$ cat config.mk
export PLATFORM = sky130hd
export DESIGN_NAME = btn_pulse_conditioner
export DESIGN_NICKNAME = d
export VERILOG_FILES = /design/src/rtl/pb_pkg.sv /design/src/rtl/pb_sync.sv /design/src/rtl/pb_tick_gen.sv /design/src/rtl/pb_press_filter.sv /design/src/rtl/pb_pulse_shaper.sv /design/src/rtl/btn_pulse_conditioner.sv
export SDC_FILE = /design/constraint.sdc
export NUM_CORES = 1
export LEC_CHECK = 0
export BUFFER_PORTS_ARGS = -buffer_cell sky130_fd_sc_hd__buf_2
export CAP_MARGIN = 5
export CORE_ASPECT_RATIO = 0.7
export CORE_MARGIN = 2
export CORE_UTILIZATION = 55
export CTS_CLUSTER_DIAMETER = 50
export DETAILED_ROUTE_END_ITERATION = 6
export PLACE_DENSITY_LB_ADDON = 0.05
export SYNTH_ARGS = -nofsm -noshare
export SYNTH_HDL_FRONTEND = slang
export SYNTH_HIERARCHICAL = 1
export SYNTH_SLANG_ARGS = --single-unit
$ cat constraint.sdc
create_clock -name clk -period 2.46 [get_ports clk]
set_clock_uncertainty 0.05 [all_clocks]
set_input_delay 0 -clock clk [delete_from_list [all_inputs] [get_ports clk]]
set_output_delay 0 -clock clk [all_outputs]
set_load 0.1 [all_outputs]
$ cat src/rtl/pb_pkg.sv
package pb_pkg;

  typedef enum logic [1:0] {
    PF_WAIT_REL = 2'd0,
    PF_ARMED    = 2'd1,
    PF_HALF     = 2'd2
  } pf_state_e;

  function automatic int cnt_width(input int n);
    return (n <= 2) ? 1 : $clog2(n);
  endfunction

endpackage

$ cat src/rtl/pb_sync.sv
module pb_sync #(
  parameter int STAGES = 2
) (
  input  logic clk,
  input  logic rst_n,
  input  logic d_i,
  output logic q_o
);
  logic [STAGES-1:0] sr_q;
  logic [STAGES-1:0] sr_d;

  generate
    if (STAGES == 1) begin : g_one
      always_comb sr_d = d_i;
    end else begin : g_chain
      always_comb sr_d = {sr_q[STAGES-2:0], d_i};
    end
  endgenerate

  always_ff @(posedge clk or negedge rst_n) begin
    if (!rst_n) sr_q <= '0;
    else        sr_q <= sr_d;
  end

  assign q_o = sr_q[STAGES-1];
endmodule

$ cat src/rtl/pb_tick_gen.sv
module pb_tick_gen
  import pb_pkg::*;
#(
  parameter int CLK_DIV = 1_000_000
) (
  input  logic clk,
  input  logic rst_n,
  output logic tick_o
);
  localparam int CW = cnt_width(CLK_DIV);
  localparam logic [CW-1:0] LAST = CW'(CLK_DIV - 1);

  logic [CW-1:0] cnt_q;
  logic [CW-1:0] cnt_d;

  always_comb begin
    tick_o = (cnt_q == LAST);
    cnt_d  = tick_o ? '0 : cnt_q + CW'(1);
  end

  always_ff @(posedge clk or negedge rst_n) begin
    if (!rst_n) cnt_q <= '0;
    else        cnt_q <= cnt_d;
  end
endmodule

$ cat src/rtl/pb_press_filter.sv
module pb_press_filter
  import pb_pkg::*;
(
  input  logic clk,
  input  logic rst_n,
  input  logic tick_i,
  input  logic btn_i,
  output logic fire_o
);
  pf_state_e state_q, state_d;
  logic      fire_q, fire_d;

  always_comb begin
    state_d = state_q;
    fire_d  = 1'b0;
    if (tick_i) begin
      unique case (state_q)
        PF_WAIT_REL: if (!btn_i) state_d = PF_ARMED;
        PF_ARMED:    if (btn_i)  state_d = PF_HALF;
        PF_HALF: begin
          if (btn_i) begin
            state_d = PF_WAIT_REL;
            fire_d  = 1'b1;
          end else begin
            state_d = PF_ARMED;
          end
        end
        default:     state_d = PF_WAIT_REL;
      endcase
    end
  end

  always_ff @(posedge clk or negedge rst_n) begin
    if (!rst_n) begin
      state_q <= PF_WAIT_REL;
      fire_q  <= 1'b0;
    end else begin
      state_q <= state_d;
      fire_q  <= fire_d;
    end
  end

  assign fire_o = fire_q;
endmodule

$ cat src/rtl/pb_pulse_shaper.sv
module pb_pulse_shaper #(
  parameter int PULSE_LEN = 3
) (
  input  logic clk,
  input  logic rst_n,
  input  logic fire_i,
  output logic pulse_o
);
  localparam int CW = $clog2(PULSE_LEN + 1);
  localparam logic [CW-1:0] LOAD = CW'(PULSE_LEN);

  logic [CW-1:0] cnt_q;
  logic [CW-1:0] cnt_d;

  always_comb begin
    if (fire_i)              cnt_d = LOAD;
    else if (cnt_q != '0)    cnt_d = cnt_q - CW'(1);
    else                     cnt_d = cnt_q;
  end

  always_ff @(posedge clk or negedge rst_n) begin
    if (!rst_n) cnt_q <= '0;
    else        cnt_q <= cnt_d;
  end

  assign pulse_o = (cnt_q != '0);
endmodule

$ cat src/rtl/btn_pulse_conditioner.sv
module btn_pulse_conditioner #(
  parameter int CLK_DIV     = 1_000_000,
  parameter int SYNC_STAGES = 2,
  parameter int PULSE_LEN   = 3
) (
  input  logic clk,
  input  logic rst_n,
  input  logic btn_raw_i,
  output logic pulse_o
);
  logic btn_sync;
  logic tick_en;
  logic press_fire;

  pb_sync #(.STAGES(SYNC_STAGES)) u_sync (
    .clk   (clk),
    .rst_n (rst_n),
    .d_i   (btn_raw_i),
    .q_o   (btn_sync)
  );

  pb_tick_gen #(.CLK_DIV(CLK_DIV)) u_tick (
    .clk    (clk),
    .rst_n  (rst_n),
    .tick_o (tick_en)
  );

  pb_press_filter u_filter (
    .clk    (clk),
    .rst_n  (rst_n),
    .tick_i (tick_en),
    .btn_i  (btn_sync),
    .fire_o (press_fire)
  );

  pb_pulse_shaper #(.PULSE_LEN(PULSE_LEN)) u_shaper (
    .clk     (clk),
    .rst_n   (rst_n),
    .fire_i  (press_fire),
    .pulse_o (pulse_o)
  );
endmodule

==> out/qor.csv <==
stage,metric,value,unit
placement,dp_hpwl,1663,um
run,drv_cap,0,
floorplan,die_w,62.69,um
synthesis,synth-xor-area-share,9.906,%
power,ir_drop,0.3926,mV
clock_network,cts-resized-gates,0,
drt,wirelength,2249,um
synthesis,synth_area,1326,um^2
global_routing,grt_start_max_net_pins,28,
finish,fillers,200,
clock_network,cts_sinks,27,
critical_path,reg2reg_slack,690,ps
critical_path,r2r-start,u_tick/cnt_q[6],
sta,fmax,564.7,MHz
sta,rsz0062_at_grt,false,
drt,wl_met3,115,um
global_routing,grt_pass1_vias,860,
floorplan,chipHeight,45.09,um
synthesis,ys_types,31,
clock_network,cts_buffers,3,
finish,multi_input_area,614.3,um^2
critical_path,crit_type,reg2reg,
synthesis,syn_avg_cell_area,11.05,um^2
drt,drtAntennaViolNets,0,
drt,wl_met2,1034,um
synthesis,ys.warnings.count,6,
critical_path,critPathRequiredTime,2630,ps
sta,setup_viol,0,
synthesis,muxShareOfSynthArea,3.396,%
drt,top_layer,met4,
synthesis,synth_top_family_by_area,simple AND/OR/NAND/NOR gates,
placement,port_buffers,3,
sta,worst_slew_pin_slew,572.5,ps
critical_path,critPathArrivalTime,1940,ps
sta,slew_headroom,61.83,%
sta,final.setup.tns,0,ps
drt,wl_per_cell,14.06,um
worst_hold_path,worstHoldPathType,in2async,
synthesis,synth_edf_count,0,
finish,area_growth,7.453,%
sta,drv_slew,0,
synthesis,synth-compound-area-share,2.358,%
clock_network,clk_pin_slew,130,ps
placement,place_area,1379,um^2
floorplan,start_util,60.09,%
synthesis,synthSimpleGateAreaFrac,28.77,%
sta,timing.hold.ws,160.4,ps
clock_network,cts_tree,done,
finish,utilization,64.57,%
power,power.total,0.0006414,W
global_routing,grt_pass1_wl,3912,um
clock_network,cts-root-buf,clkbuf_4,
critical_path,critPathLaunchType,register,
sta,timing.final.crit_share,71.98,%
drt,drt-initial-drc-count,19,
clock_network,cts.htree.levels,1,
clock_network,postCtsSetupBuffers,0,
floorplan,rows,14,
global_routing,antenna_found_initial,0,
finish,seqCellArea,675.6,um^2
drt,drc_errors,0,
critical_path,endpoint,u_filter/state_q[0],
synthesis,synthCells,120,
power,pwr_density_cell,450.1,nW/um^2
floorplan,core,2207,um^2
synthesis,synthesis.nets,125,
synthesis,synth_area_leader_cell,dfrtp_1,
critical_path,crit_fanout,5,
sta,hold_violations,0,
drt,drt-met1-wl,1079,um
synthesis,synth.area.top_cells,"dfrtp_1, xnor2_1, xor2_1",
synthesis,ys_ff_latch,27,
synthesis,synth_flop_cell,dfrtp_1,
finish,fin_nets,134,
clock_network,clk_latency,320,ps
placement,gp_congestion,0.8671,
synthesis,synthAdderAreaFrac,1.887,%
floorplan,die_area,2826,um^2
synthesis,netlist.area_leader.share,50.94,%
critical_path,setup.worst_path.start,u_tick/cnt_q[6],
critical_path,reg2reg_to,u_filter/state_q[0],
floorplan,io_pins,4,
drt,vias_per_cell,5.425,
synthesis,async_flop_share,100.0,%
finish,final_area,1425,um^2
drt,vias,868,
finish,diodes,0,
synthesis,seq_area_frac_synth,50.94,%
drt,first_pass_iters,4,
outcome,status,completed,
sta,min_period,1771,ps
critical_path,reg2regPathDepth,4,
power,power.leakage,0.6247,nW
finish,drive_gt1_share,13.28,%
global_routing,overflow,0,
global_routing,grt_usage,18.86,%
clock_network,clockBufferDepth,2,
critical_path,end_kind,register,
worst max-delay path: stages, from the launching register on:
cell,delay [ps]
dfrtp_1,470
nor4b_1,320
nand3b_1,160
nor4_4,340
mux2_4,330
synthesized netlist by cell type, types with 2 or more instances:
master     n
nor3_1     5
and3_1     3
nand4_1    4
nand2_1    4
mux2i_1    3
nor2_1    12
buf_2      2
xor2_1     7
nor4_2     2
a21oi_1    2
xnor2_1    8
nor4_1     3
nor4b_1    2
nand3_1    8
inv_1      7
nand4_4    2
a21o_1     2
ha_1       2
nand2b_1   3
nor2_2     2
dfrtp_1   27
routing by layer:
| metal | track usage (%) | vias to the layer above |
|---|---|---|
| li1 | - | 432 |
| met1 | 23.82 | 411 |
| met2 | 32.90 | 23 |
| met3 | 5.237 | 2 |
| met4 | 5.333 | 0 |
| met5 | 0 | - |
cell families (layout without fill, tap and decap cells):
logic type | count (synthesis) | count (layout)
and+or+nand+nor | 58 | 58
buffers and inverters | 9 | 17
AOI/OAI and AO/OA | 5 | 5
muxes | 4 | 4
xor gates and xnor gates | 15 | 15
adders and majority gates | 2 | 2
DFF | 27 | 27
state kept, by name, summed over array words and instances (netlist names):
signal,count
u_filter/state_q,2
u_filter/fire_o,1
u_shaper/cnt_q,2
u_sync/sr_q,2
u_tick/cnt_q,20
placed cells by master, fill, tap and decap left out, types with 2 or more instances in the layout:
cell type       n
nor3_1          5
nand4_4         2
xor2_1          7
nor4_1          3
nand2_1         4
nand2b_1        3
inv_1           7
dlygate4sd3_1   2
ha_1            2
buf_2           3
and3_1          3
dfrtp_1        27
nor4_2          2
a21oi_1         2
clkbuf_4        3
nand4_1         4
nor2_2          2
nand3_1         8
nor2_1         12
nor4b_1         2
mux2i_1         3
xnor2_1         8
a21o_1          2
final cells by class:
type,instances,share of cell area (%)
clock buffer,4,1.844
tap,32,2.809
inverter,7,1.844
sequential,27,47.41
timing repair buffer,6,2.985
multi-input combinational,84,43.11
worst min path at each step:
stage	from	to	slack [ps]	cells past startpoint
detailed placement	rst_n	u_tick/cnt_q[5]	-20	1
global route	rst_n	u_tick/cnt_q[2]	190	2
global placement	rst_n	u_sync/sr_q[0]	-20	1
floorplan	rst_n	u_filter/fire_o	-350	0
CTS	rst_n	u_tick/cnt_q[15]	160	2
finish	rst_n	u_tick/cnt_q[2]	160	2
report_power, final:
| group | leakage, nW | internal, W | switching, W |
|---|---|---|---|
| Clock | 0.0150 | 0.0000634 | 0.000120 |
| Combinational | 0.251 | 0.00000342 | 0.00000870 |
| Sequential | 0.358 | 0.000445 | 0.000000639 |
stage by stage:
stage                     setup WS, ps  instances
after floorplan                  673.2        120
after global placement           755.2        154
after detailed placement         723.8        154
after CTS                        703.2        160
after global routing             589.1        160
final                            689.2        160
what timing repair did:
item / 4_1_cts / 5_1_grt
endpoints found under the hold margin: 28 / 0
endpoints found under the setup margin: 0 / 0
hold buffers: 2 / 0
(Power assumes the default switching activity.)
